<file path="config.mk">
export PLATFORM = sky130hd
export DESIGN_NAME = pmc_counter
export DESIGN_NICKNAME = d
export VERILOG_FILES = /design/src/rtl/pmc_pkg.sv /design/src/rtl/pmc_cfg_reg.sv /design/src/rtl/pmc_gate.sv /design/src/rtl/pmc_accum.sv /design/src/rtl/pmc_counter.sv
export SDC_FILE = /design/constraint.sdc
export NUM_CORES = 1
export LEC_CHECK = 0
export ABC_CLOCK_PERIOD_IN_PS = 7300
export CORE_UTILIZATION = 47
export CTS_BUF_LIST = sky130_fd_sc_hd__clkbuf_4 sky130_fd_sc_hd__clkbuf_8 sky130_fd_sc_hd__clkbuf_16
export CTS_CLUSTER_DIAMETER = 80
export CTS_CLUSTER_SIZE = 24
export DETAILED_ROUTE_END_ITERATION = 12
export GPL_TIMING_DRIVEN = 1
export PLACE_DENSITY = 0.86
export RECOVER_POWER = 25
export SYNTH_ARGS = -nofsm -noshare
export SYNTH_HDL_FRONTEND = slang
export SYNTH_SLANG_ARGS = --single-unit
</file>
<file path="constraint.sdc">
create_clock -name clk -period 7.3 [get_ports clk]
set_input_delay 1.46 -clock clk [delete_from_list [all_inputs] [get_ports clk]]
set_output_delay 1.46 -clock clk [all_outputs]
set_load 0.005 [all_outputs]
</file>
<file path="src/rtl/pmc_pkg.sv">
package pmc_pkg;

    localparam int CFG_W     = 32;
    localparam int LVL_N     = 4;
    localparam int LVL_W     = 2;
    localparam int THR_MAX_W = 3;
    localparam int SEL_W     = 7;

    typedef struct packed {
        logic [1:0]           isa_mask;
        logic [THR_MAX_W-1:0] thr;
        logic [SEL_W-1:0]     evt_sel;
        logic                 priv_mode;
        logic                 irq_en;
        logic                 strobe_en;
        logic [LVL_N-1:0]     lvl_mask;
    } pmc_cfg_t;

    function automatic logic [CFG_W-1:0] pack_cfg(pmc_cfg_t c);
        logic [CFG_W-1:0] w;
        w        = '0;
        w[3:0]   = c.lvl_mask;
        w[4]     = c.strobe_en;
        w[5]     = c.irq_en;
        w[6]     = c.priv_mode;
        w[14:8]  = c.evt_sel;
        w[22:20] = c.thr;
        w[25:24] = c.isa_mask;
        return w;
    endfunction

    // Active-low mode mask: bit 0 guards mode 0, bit 1 guards mode 1.
    function automatic logic isa_allows(logic [1:0] m, logic isa);
        return isa ? ~m[1] : ~m[0];
    endfunction

    function automatic logic lvl_allows(logic [LVL_N-1:0] m, logic [LVL_W-1:0] lvl);
        return m[lvl];
    endfunction

endpackage

</file>
<file path="src/rtl/pmc_cfg_reg.sv">
module pmc_cfg_reg
    import pmc_pkg::*;
#(
    parameter int THR_W = 3
) (
    input  logic             clk,
    input  logic             rst,
    input  logic             we,
    input  logic [CFG_W-1:0] wdata,
    output pmc_cfg_t         cfg_o
);

    logic [THR_MAX_W-1:0] thr_field;
    pmc_cfg_t             nxt;
    logic                 unused_bits;

    generate
        if (THR_W >= THR_MAX_W) begin : g_wide_thr
            assign thr_field = wdata[22:20];
        end else begin : g_narrow_thr
            assign thr_field = {1'b0, wdata[21:20]};
        end
    endgenerate

    assign unused_bits = ^{wdata[31:26], wdata[23], wdata[22], wdata[19:15], wdata[7]};

    always_comb begin
        nxt.lvl_mask  = wdata[3:0];
        nxt.strobe_en = wdata[4];
        nxt.irq_en    = wdata[5];
        nxt.priv_mode = wdata[6];
        nxt.evt_sel   = wdata[14:8];
        nxt.thr       = thr_field;
        nxt.isa_mask  = wdata[25:24];
    end

    always_ff @(posedge clk) begin
        if (rst) begin
            cfg_o <= '0;
        end else if (we) begin
            cfg_o <= nxt;
        end
    end

endmodule

</file>
<file path="src/rtl/pmc_gate.sv">
module pmc_gate
    import pmc_pkg::*;
#(
    parameter int CNT_W = 32,
    parameter int EVT_W = 4
) (
    input  logic [LVL_N-1:0]     lvl_mask,
    input  logic [1:0]           isa_mask,
    input  logic                 priv_mode,
    input  logic [THR_MAX_W-1:0] thr,
    input  logic [LVL_W-1:0]     cur_lvl,
    input  logic                 isa_mode,
    input  logic                 user_en,
    input  logic                 priv_en,
    input  logic                 frozen,
    input  logic [EVT_W-1:0]     evt,
    output logic                 cnt_en_o,
    output logic [CNT_W-1:0]     inc_o
);

    logic mon_en;
    logic above;

    assign mon_en   = priv_mode ? priv_en : user_en;
    assign cnt_en_o = lvl_allows(lvl_mask, cur_lvl) & isa_allows(isa_mask, isa_mode)
                      & mon_en & ~frozen;
    assign above    = evt > EVT_W'(thr);

    always_comb begin
        if (thr == '0) begin
            inc_o = CNT_W'(evt);
        end else begin
            inc_o = CNT_W'(above);
        end
    end

endmodule

</file>
<file path="src/rtl/pmc_accum.sv">
module pmc_accum #(
    parameter int CNT_W = 32
) (
    input  logic             clk,
    input  logic             rst,
    input  logic             load,
    input  logic [CNT_W-1:0] load_val,
    input  logic             cnt_en,
    input  logic [CNT_W-1:0] inc,
    input  logic             irq_en,
    input  logic             strobe_en,
    input  logic             frz_we,
    input  logic             frz_wdata,
    output logic [CNT_W-1:0] count_o,
    output logic             freeze_o,
    output logic             irq_o,
    output logic             strobe_o
);

    logic [CNT_W:0] sum;
    logic           wrap;

    assign sum  = {1'b0, count_o} + {1'b0, inc};
    assign wrap = cnt_en & ~load & sum[CNT_W];

    always_ff @(posedge clk) begin
        if (rst) begin
            count_o  <= '0;
            freeze_o <= 1'b0;
            irq_o    <= 1'b0;
            strobe_o <= 1'b0;
        end else begin
            irq_o    <= wrap & irq_en;
            strobe_o <= wrap & strobe_en;
            if (load) begin
                count_o <= load_val;
            end else if (cnt_en) begin
                count_o <= sum[CNT_W-1:0];
            end
            if (wrap & irq_en) begin
                freeze_o <= 1'b1;
            end else if (frz_we) begin
                freeze_o <= frz_wdata;
            end
        end
    end

    // an interrupt pulse is always accompanied by the freeze bit
    a_r7_irq_freezes: assert property (@(posedge clk) disable iff (rst)
        irq_o |-> freeze_o);

    // one overflow gives one pulse only
    a_r7_single_irq: assert property (@(posedge clk) disable iff (rst)
        irq_o |=> !irq_o);

    // a strobe only follows a cycle with the strobe enable set
    a_r8_strobe_enabled: assert property (@(posedge clk) disable iff (rst)
        strobe_o |-> $past(strobe_en));

    // frozen count holds unless software loads it
    a_r9_frozen_holds: assert property (@(posedge clk) disable iff (rst)
        (freeze_o && !load) |=> $stable(count_o));

    // a load lands at the next edge
    a_r10_load_value: assert property (@(posedge clk) disable iff (rst)
        load |=> (count_o == $past(load_val)));

endmodule

</file>
<file path="src/rtl/pmc_counter.sv">
module pmc_counter
    import pmc_pkg::*;
#(
    parameter int CNT_W = 32,
    parameter int EVT_W = 4,
    parameter int THR_W = 3
) (
    input  logic             clk,
    input  logic             rst,
    input  logic             cfg_we,
    input  logic [31:0]      cfg_wdata,
    output logic [31:0]      cfg_rdata,
    input  logic             cnt_we,
    input  logic [CNT_W-1:0] cnt_wdata,
    input  logic             cnt_re,
    output logic [CNT_W-1:0] cnt_rdata,
    output logic             rd_fault,
    input  logic             frz_we,
    input  logic             frz_wdata,
    input  logic [EVT_W-1:0] evt_val,
    input  logic [1:0]       cur_lvl,
    input  logic             isa_mode,
    input  logic             user_en,
    input  logic             priv_en,
    output logic             freeze,
    output logic             ovf_irq,
    output logic             ext_strobe
);

    pmc_cfg_t         cfg_q;
    logic             cnt_en;
    logic [CNT_W-1:0] inc;
    logic [CNT_W-1:0] count_q;
    logic             rd_block;

    pmc_cfg_reg #(.THR_W(THR_W)) u_cfg (
        .clk   (clk),
        .rst   (rst),
        .we    (cfg_we),
        .wdata (cfg_wdata),
        .cfg_o (cfg_q)
    );

    pmc_gate #(.CNT_W(CNT_W), .EVT_W(EVT_W)) u_gate (
        .lvl_mask  (cfg_q.lvl_mask),
        .isa_mask  (cfg_q.isa_mask),
        .priv_mode (cfg_q.priv_mode),
        .thr       (cfg_q.thr),
        .cur_lvl   (cur_lvl),
        .isa_mode  (isa_mode),
        .user_en   (user_en),
        .priv_en   (priv_en),
        .frozen    (freeze),
        .evt       (evt_val),
        .cnt_en_o  (cnt_en),
        .inc_o     (inc)
    );

    pmc_accum #(.CNT_W(CNT_W)) u_accum (
        .clk       (clk),
        .rst       (rst),
        .load      (cnt_we),
        .load_val  (cnt_wdata),
        .cnt_en    (cnt_en),
        .inc       (inc),
        .irq_en    (cfg_q.irq_en),
        .strobe_en (cfg_q.strobe_en),
        .frz_we    (frz_we),
        .frz_wdata (frz_wdata),
        .count_o   (count_q),
        .freeze_o  (freeze),
        .irq_o     (ovf_irq),
        .strobe_o  (ext_strobe)
    );

    assign cfg_rdata = pack_cfg(cfg_q);
    assign rd_block  = cfg_q.priv_mode & (cur_lvl != 2'd0);
    assign cnt_rdata = rd_block ? '0 : count_q;
    assign rd_fault  = cnt_re & rd_block;

    // an all-zero level mask never counts
    a_r2_no_level: assert property (@(posedge clk) disable iff (rst)
        (cfg_q.lvl_mask == '0 && !cnt_we) |=> $stable(count_q));

    // mode mask 11 never counts
    a_r3_isa_off: assert property (@(posedge clk) disable iff (rst)
        (cfg_q.isa_mask == 2'b11 && !cnt_we) |=> $stable(count_q));

    // user monitor without its enable never counts
    a_r4_user_gate: assert property (@(posedge clk) disable iff (rst)
        (!cfg_q.priv_mode && !user_en && !cnt_we) |=> $stable(count_q));

    // a denied read returns zero
    a_r11_fault_zero: assert property (@(posedge clk) disable iff (rst)
        rd_fault |-> (cnt_rdata == '0));

endmodule

</file>
==> impl_metrics.prom, run 1 <==
# TYPE chip_impl_metric gauge
chip_impl_metric{name="dr.first_iter.drc_count",unit=""} 114
chip_impl_metric{name="postPlaceCellArea",unit="um^2"} 4610
chip_impl_metric{name="dpl.hpwl",unit="um"} 6290
chip_impl_metric{name="chipHeight",unit="um"} 88.0
chip_impl_info{name="path_cells",value="clkdlybuf4s50_1 -> o21ai_2 -> and2_1 -> clkdlybuf4s50_1"} 1
chip_impl_info{name="yosys.area.top_type",value="dfxtp_1"} 1
chip_impl_metric{name="via_per_inst",unit=""} 5.25
chip_impl_metric{name="htreeDepth",unit=""} 2
chip_impl_metric{name="post_synthesis_register_bit_count",unit=""} 54
chip_impl_info{name="endpoint_type_of_the_worst_setup_path",value="primary output"} 1
chip_impl_metric{name="synth.cell_area",unit="um^2"} 3480
chip_impl_metric{name="floorplan.initialDensity",unit="%"} 49.8
chip_impl_metric{name="ys_warn_count",unit=""} 0
chip_impl_metric{name="first_pass_grt_wire_length",unit="um"} 14000
chip_impl_metric{name="cp_data_required_time",unit="ns"} 5.84
chip_impl_metric{name="cts.repair.resized",unit=""} 0
chip_impl_metric{name="async_flop_share",unit="%"} 0
chip_impl_metric{name="synth_enable_flop_cells",unit=""} 0
chip_impl_metric{name="areaGrowthSynthToFinish",unit="%"} 35.8
chip_impl_info{name="cts_tree",value="done"} 1
chip_impl_metric{name="via_count_of_the_first_global_routing_pass",unit=""} 3102
chip_impl_metric{name="core_area",unit="um^2"} 6980
chip_impl_metric{name="cts-buffers-inserted",unit=""} 5
chip_impl_metric{name="post_layout_nonfiller_instances",unit=""} 607
chip_impl_info{name="cpMostUsedCell",value="clkdlybuf4s50_1"} 1
chip_impl_metric{name="drc_errors",unit=""} 0
chip_impl_metric{name="finalSetupViolations",unit=""} 0
chip_impl_info{name="crit_type",value="in -> out"} 1
chip_impl_metric{name="max-slew-margin-rel",unit="%"} 23.2
chip_impl_metric{name="power_leakage",unit="nW"} 1.98
chip_impl_metric{name="grt_use_total",unit="%"} 22.9
chip_impl_metric{name="critical_path.max_fanout",unit=""} 33
chip_impl_metric{name="routedWlPerCell",unit="um"} 14.4
chip_impl_metric{name="ios",unit=""} 148
chip_impl_metric{name="maxSlewViolCount",unit=""} 0
chip_impl_metric{name="finalInstanceArea",unit="um^2"} 4720
chip_impl_metric{name="maximum_number_of_pins_on_one_net_before_global_route_repair",unit=""} 73
chip_impl_metric{name="place_congestion",unit=""} 0.769
chip_impl_metric{name="worst_slew_pin_slew",unit="ns"} 1.15
chip_impl_metric{name="max_cap_viol_count",unit=""} 0
chip_impl_metric{name="final_nets",unit=""} 598
chip_impl_metric{name="netlist-cell-type-count",unit=""} 55
chip_impl_info{name="run_status",value="complete, no violations"} 1
chip_impl_metric{name="hold_violations",unit=""} 0
chip_impl_metric{name="power-per-cell-area",unit="nW/um^2"} 151
chip_impl_metric{name="holdWs",unit="ns"} 0.500
chip_impl_metric{name="buffer_ports.inserted",unit=""} 121
chip_impl_metric{name="cts.repair_timing.setup_buffer_count",unit=""} 0
chip_impl_info{name="worst_path_max_delay_cell",value="o21ai_2"} 1
chip_impl_metric{name="antenna_violations_before_repair",unit=""} 0
chip_impl_metric{name="synth_mux_area_share",unit="%"} 8.20
chip_impl_metric{name="netlist.area_leader.share",unit="%"} 31.1
chip_impl_info{name="rsz0062_at_grt",value="no"} 1
chip_impl_metric{name="max-vdd-ir-drop",unit="uV"} 114
chip_impl_metric{name="finalCriticalPeriod",unit="ns"} 5.01
chip_impl_metric{name="synth_xor_xnor_area_share",unit="%"} 4.79
chip_impl_metric{name="basic_gate_share_of_the_synthesized_area_counting_and_or_nand_and_nor_cells",unit="%"} 23.8
chip_impl_metric{name="postRouteWirelength",unit="um"} 8720
chip_impl_metric{name="slowest_delay",unit="ns"} 0.85
chip_impl_info{name="post-synth-top-count-cell",value="dfxtp_1"} 1
chip_impl_metric{name="dp_cells",unit=""} 599
chip_impl_info{name="synth_top_flop_cell",value="dfxtp_1"} 1
chip_impl_metric{name="cts.sink_count",unit=""} 54
chip_impl_metric{name="clock_insertion_delay_worst_skew",unit="ns"} 0.31
chip_impl_metric{name="clkSlewWorstSetupHoldPaths",unit="ns"} 0.10
chip_impl_metric{name="vias",unit=""} 3189
chip_impl_metric{name="dieArea",unit="um^2"} 7750
chip_impl_metric{name="fp-row-count",unit=""} 30
chip_impl_metric{name="chipWidth",unit="um"} 88.0
chip_impl_metric{name="clock.fmax",unit="GHz"} 0.200
chip_impl_metric{name="cts-hold-fix-buffers",unit=""} 0
chip_impl_info{name="synth_common_cells",value="54 x dfxtp_1, 39 x inv_1, 35 x and2_1, 32 x nor2_1, 24 x mux2i_1"} 1
chip_impl_metric{name="synth-compound-area-share",unit="%"} 17.3
chip_impl_metric{name="timing.setup.tns",unit="ns"} 0
chip_impl_info{name="clock-root-buffer",value="clkbuf_8"} 1
chip_impl_metric{name="antenna-diode-count",unit=""} 0
chip_impl_metric{name="synth_cells",unit=""} 409
chip_impl_info{name="synth_top_family_by_area",value="simple AND/OR/NAND/NOR gates"} 1
chip_impl_metric{name="syn_avg_cell_area",unit="um^2"} 8.50
chip_impl_metric{name="grt.overflow.total",unit=""} 0
chip_impl_metric{name="final.period_utilization",unit="%"} 68.6
chip_impl_info{name="ys_top_cells_by_area",value="dfxtp_1 31%, mux2i_1 6.9%, and2_1 6.3%, o21a_1 4.3%, inv_1 4.2%"} 1
chip_impl_metric{name="cts.path.max_buffers",unit=""} 2
chip_impl_metric{name="detail-route-antenna-nets",unit=""} 0
chip_impl_metric{name="yosysSeqAreaShare",unit="%"} 31.1
chip_impl_metric{name="drt-pass1-iter-count",unit=""} 4
chip_impl_info{name="setup_crit_start_kind",value="input port"} 1
chip_impl_info{name="hp-class",value="reg -> reg"} 1
chip_impl_metric{name="synth_adder_area_share",unit="%"} 3.09
chip_impl_metric{name="layout-drive-gt1-share",unit="%"} 6.65
chip_impl_metric{name="worst_clock_skew",unit="ns"} 0.00617
chip_impl_metric{name="crit_arrival",unit="ns"} 3.55
==> sequential cells by signal (all words and copies together), names as in the netlist <==
name and flops:
u_accum.count_o 32, u_cfg.cfg_o 19, u_accum.freeze_o 1, u_accum.irq_o 1
u_accum.strobe_o 1
==> layer usage <==
| layer | up-vias | GRT usage, % | routed length [um] |
|---|---|---|---|
| met3 | 9 | 4.05 | 452 |
| met5 | - | 0 | 0 |
| met2 | 95 | 43.1 | 4570 |
| met4 | 0 | 6.16 | 120 |
| met1 | 1507 | 26.5 | 3580 |
| li1 | 1578 | - | - |
==> final cells by class <==
class / instances / area, um^2
Clock inverter: 3 / 45.0
Tap cell: 96 / 120
Sequential cell: 54 / 1080
Inverter: 40 / 150
Fill cell: 603 / 2260
Timing Repair Buffer: 123 / 1220
Multi-Input combinational cell: 286 / 2040
Clock buffer: 5 / 68.8
==> final timing paths <==
path / from / endpoint / slack (ns) / cells after the start
max: cur_lvl[1] / cnt_rdata[3] / 2.29 / 4
min: u_cfg.cfg_o[10] / u_cfg.cfg_o[10] / 0.50 / 2
max reg2reg: u_cfg.cfg_o[15] / u_accum.count_o[16] / 3.74 / 14
min reg2reg: u_cfg.cfg_o[10] / u_cfg.cfg_o[10] / 0.50 / 2
==> stage by stage <==
stage	total power [mW]	utilization [%]	setup WS [ns]
2_1_floorplan	0.432	-	3.30
3_3_place_gp	0.510	66.0	2.29
3_5_place_dp	0.517	66.0	2.29
4_1_cts	0.720	67.6	2.29
5_1_grt	0.748	67.6	2.15
6_report	0.712	67.6	2.29
==> critical path: cells and delay by family <==
| family | cells | cell delay [ns] |
|---|---|---|
| buf+inv | 2 | 0.95 |
| compound gates | 1 | 0.85 |
| simple gates | 1 | 0.27 |
==> cell families (layout without fill, tap and decap cells) <==
| kind of cell | Yosys count | count (layout) |
|---|---|---|
| simple gates | 140 | 140 |
| mux | 27 | 27 |
| buf+inv | 81 | 171 |
| flops | 54 | 54 |
| other cells | 1 | 13 |
| compound gates | 79 | 79 |
| xor+xnor | 19 | 19 |
| fa+ha+maj | 8 | 8 |
==> report_power, final <==
part / internal, mW / total [mW] / switching, mW
Sequential: 0.314 / 0.333 / 0.0193
Clock: 0.102 / 0.204 / 0.102
Combinational: 0.104 / 0.175 / 0.0714
Total: 0.520 / 0.712 / 0.192
==> cells in the final DEF (no fill, tap or decap), types with 12 or more instances in the layout <==
cell type / n
nor3_1: 12
nor2_1: 32
conb_1: 13
dlygate4sd3_1: 23
clkdlybuf4s50_1: 96
a21oi_1: 21
and2_1: 35
o21a_1: 20
xor2_1: 14
inv_1: 39
dfxtp_1: 54
mux2i_1: 24
(Power assumes the default switching activity.)
==> run 2, diff against run 1 <==
--- a/config.mk
+++ b/config.mk
@@ -5,14 +5,14 @@
 export SDC_FILE = /design/constraint.sdc
 export NUM_CORES = 1
 export LEC_CHECK = 0
-export ABC_CLOCK_PERIOD_IN_PS = 7300
-export CORE_UTILIZATION = 47
+export ABC_CLOCK_PERIOD_IN_PS = 5200
+export CORE_UTILIZATION = 43
 export CTS_BUF_LIST = sky130_fd_sc_hd__clkbuf_4 sky130_fd_sc_hd__clkbuf_8 sky130_fd_sc_hd__clkbuf_16
 export CTS_CLUSTER_DIAMETER = 80
 export CTS_CLUSTER_SIZE = 24
 export DETAILED_ROUTE_END_ITERATION = 12
 export GPL_TIMING_DRIVEN = 1
-export PLACE_DENSITY = 0.86
+export PLACE_DENSITY = 0.8
 export RECOVER_POWER = 25
 export SYNTH_ARGS = -nofsm -noshare
 export SYNTH_HDL_FRONTEND = slang
==> constraint.sdc (replaced) <==
create_clock -name clk -period 5.2 [get_ports clk]
set_input_delay 1.04 -clock clk [delete_from_list [all_inputs] [get_ports clk]]
set_output_delay 1.04 -clock clk [all_outputs]
set_load 0.005 [all_outputs]
==> run 2 against run 1 <==
  * Critical path depth increased by 10
  * Non-clock buffer count increased by 1
  * Clock power increased by 25%
  * Combinational power grew 40%
  * Via count is 0.38% lower
  * First-iteration DRC count fell by 50%
  * Routed wire length shrank 2.6%
  * Critical endpoint is now u_accum.count_o[30]
  * Clock-buffer cell count is 1 higher
  * Die area increased by 9.1%
  * Cell area is essentially flat
  * Hold slack lost 0.0038 ns
  * Sequential power grew 41%
==> impl_metrics.prom, run 2 (synthesized netlist as in run 1, its figures left out) <==
# TYPE chip_impl_metric gauge
chip_impl_info{name="run_status",value="complete, no violations"} 1
chip_impl_metric{name="drc_errors",unit=""} 0
chip_impl_metric{name="grt.overflow.total",unit=""} 0
chip_impl_metric{name="cts-hold-fix-buffers",unit=""} 0
chip_impl_metric{name="antenna-diode-count",unit=""} 0
chip_impl_metric{name="finish.utilization",unit="%"} 60.8
chip_impl_info{name="worst_path_max_delay_cell",value="clkdlybuf4s50_1"} 1
chip_impl_metric{name="dr.first_iter.drc_count",unit=""} 57
chip_impl_metric{name="critical_path.max_fanout",unit=""} 10
chip_impl_info{name="mostFrequentLayoutCells",value="96 x clkdlybuf4s50_1, 54 x dfxtp_1, 39 x inv_1"} 1
chip_impl_metric{name="final_nets",unit=""} 599
chip_impl_info{name="rsz0062_at_grt",value="no"} 1
chip_impl_metric{name="chipHeight",unit="um"} 91.9
chip_impl_metric{name="fp-row-count",unit=""} 32
chip_impl_metric{name="crit_arrival",unit="ns"} 4.47
chip_impl_metric{name="clkSlewWorstSetupHoldPaths",unit="ns"} 0.11
chip_impl_metric{name="cp_data_required_time",unit="ns"} 5.41
chip_impl_info{name="clock-root-buffer",value="clkbuf_8"} 1
chip_impl_metric{name="largest_register_ffs",unit=""} 32
chip_impl_metric{name="finalCriticalPeriod",unit="ns"} 4.26
chip_impl_metric{name="drt-pass1-iter-count",unit=""} 4
chip_impl_info{name="path_cells",value="clkdlybuf4s50_1 -> ha_1 -> nor2b_1 -> o21a_1 -> o21ai_0 -> a22oi_1 -> ha_1 -> inv_1 -> fa_1 -> nor2b_1 -> o21ai_1 -> a21o_1 -> o31a_2 -> a2111oi_2"} 1
chip_impl_metric{name="finalSetupViolations",unit=""} 0
chip_impl_metric{name="cts-buffers-inserted",unit=""} 5
chip_impl_info{name="hp-class",value="reg -> reg"} 1
chip_impl_metric{name="routedWlPerCell",unit="um"} 13.8
chip_impl_info{name="crit_type",value="in -> reg"} 1
chip_impl_info{name="registers.top_by_ff_count",value="u_accum.count_o"} 1
chip_impl_metric{name="first_pass_grt_wire_length",unit="um"} 13700
chip_impl_metric{name="cts.sink_count",unit=""} 54
chip_impl_info{name="endpoint_type_of_the_worst_setup_path",value="flip-flop"} 1
chip_impl_metric{name="cts.path.max_buffers",unit=""} 2
chip_impl_metric{name="power",unit="mW"} 0.966
chip_impl_metric{name="ios",unit=""} 148
chip_impl_metric{name="detail-route-antenna-nets",unit=""} 0
chip_impl_metric{name="hold_violations",unit=""} 0
chip_impl_metric{name="power-per-cell-area",unit="nW/um^2"} 205
chip_impl_metric{name="via_per_inst",unit=""} 5.17
chip_impl_metric{name="worst_clock_skew",unit="ns"} 0.0140
chip_impl_info{name="biggestRegsByFlops",value="u_accum.count_o: 32 flops, u_cfg.cfg_o: 19 flops"} 1
chip_impl_metric{name="vias",unit=""} 3177
chip_impl_metric{name="worst_slew_pin_slew",unit="ns"} 1.14
chip_impl_metric{name="layout-drive-gt1-share",unit="%"} 6.84
chip_impl_metric{name="dieArea",unit="um^2"} 8450
chip_impl_info{name="layout_commonest_cell",value="clkdlybuf4s50_1"} 1
chip_impl_metric{name="floorplan.initialDensity",unit="%"} 44.8
chip_impl_metric{name="core_area",unit="um^2"} 7770
chip_impl_metric{name="chipWidth",unit="um"} 91.9
chip_impl_metric{name="areaGrowthSynthToFinish",unit="%"} 35.8
chip_impl_metric{name="maximum_number_of_pins_on_one_net_before_global_route_repair",unit=""} 58
chip_impl_metric{name="max_cap_viol_count",unit=""} 0
chip_impl_info{name="cts_tree",value="done"} 1
chip_impl_metric{name="grt_use_total",unit="%"} 19.9
chip_impl_metric{name="clock.fmax",unit="GHz"} 0.235
chip_impl_metric{name="timing.setup.tns",unit="ns"} 0
chip_impl_info{name="setup_crit_start_kind",value="input port"} 1
chip_impl_metric{name="max-slew-margin-rel",unit="%"} 23.7
chip_impl_metric{name="max-vdd-ir-drop",unit="uV"} 107
chip_impl_metric{name="maxSlewViolCount",unit=""} 0
chip_impl_info{name="hold_path.startpoint",value="u_cfg.cfg_o[10]"} 1
chip_impl_metric{name="antenna_violations_before_repair",unit=""} 0
chip_impl_metric{name="power_leakage",unit="nW"} 1.98
chip_impl_metric{name="dpl.hpwl",unit="um"} 6150
chip_impl_metric{name="final.period_utilization",unit="%"} 81.9
chip_impl_metric{name="cts.repair.resized",unit=""} 0
chip_impl_metric{name="clock_insertion_delay_worst_skew",unit="ns"} 0.31
chip_impl_metric{name="buffer_ports.inserted",unit=""} 121
chip_impl_info{name="worstReg2RegStart",value="u_cfg.cfg_o[15]"} 1
chip_impl_metric{name="slowest_delay",unit="ns"} 0.44
chip_impl_metric{name="htreeDepth",unit=""} 2
chip_impl_metric{name="postRouteWirelength",unit="um"} 8490
chip_impl_metric{name="place_congestion",unit=""} 0.782
chip_impl_metric{name="cts.repair_timing.setup_buffer_count",unit=""} 0
chip_impl_info{name="critPathLaunch",value="evt_val[1]"} 1
chip_impl_metric{name="via_count_of_the_first_global_routing_pass",unit=""} 2963
-- run 2: cell types whose count changed in the layout (fill, tap and decap cells not counted) --
cell,change
buf_4,+1
bufinv_16,-1
clkbuf_8,+1
clkinv_4,+2
clkinvlp_4,-2
-- run 2: per-stage QoR --
stage,worst slack (ns),instance area [um^2],hold slack [ns],std cells
after floorplan,1.62,3520,0.453,421
after global placement,0.846,4620,0.472,606
after detailed placement,0.680,4620,0.483,606
after CTS,0.995,4720,0.508,614
after global routing,0.587,4720,0.520,614
final,0.939,4720,0.496,614
-- run 2: report_power, final --
group / switching, mW / internal [mW]
sequential: 0.0272 / 0.440
combinational: 0.0989 / 0.146
clock: 0.144 / 0.110
total: 0.270 / 0.697
-- run 2: per-layer routing --
metal  vias to the layer above  wire, um  track usage [%]
met3                        20       390             2.74
met1                      1479      3670             24.6
met5                         -         0                0
met4                         0       194             7.29
li1                       1579         -                -
met2                        99      4240             34.8
-- run 2: worst max-delay path: cells and delay by family --
family | cells | cell delay (ns)
AO/OA/AOI/OAI | 7 | 1.71
AND/OR/NAND/NOR | 2 | 0.32
buffers and inverters | 2 | 0.50
adder cells (fa/ha/maj) | 3 | 0.90
-- run 2: path summary, 6_finish.rpt --
check | endpoint | slack (ns) | cells after the start
min reg2reg | u_cfg.cfg_o[10] | 0.50 | 2
max | u_accum.count_o[30] | 0.94 | 14
min | u_cfg.cfg_o[10] | 0.50 | 2
max reg2reg | u_accum.count_o[22] | 1.67 | 14
-- run 2: cell type report --
type	instances	area (um^2)
clock buffer	6	82.6
clock inverter	2	17.5
fill	698	3040
inverter	40	150
multi-input combinational	286	2040
sequential	54	1080
tap	102	128
timing repair buffer	124	1220
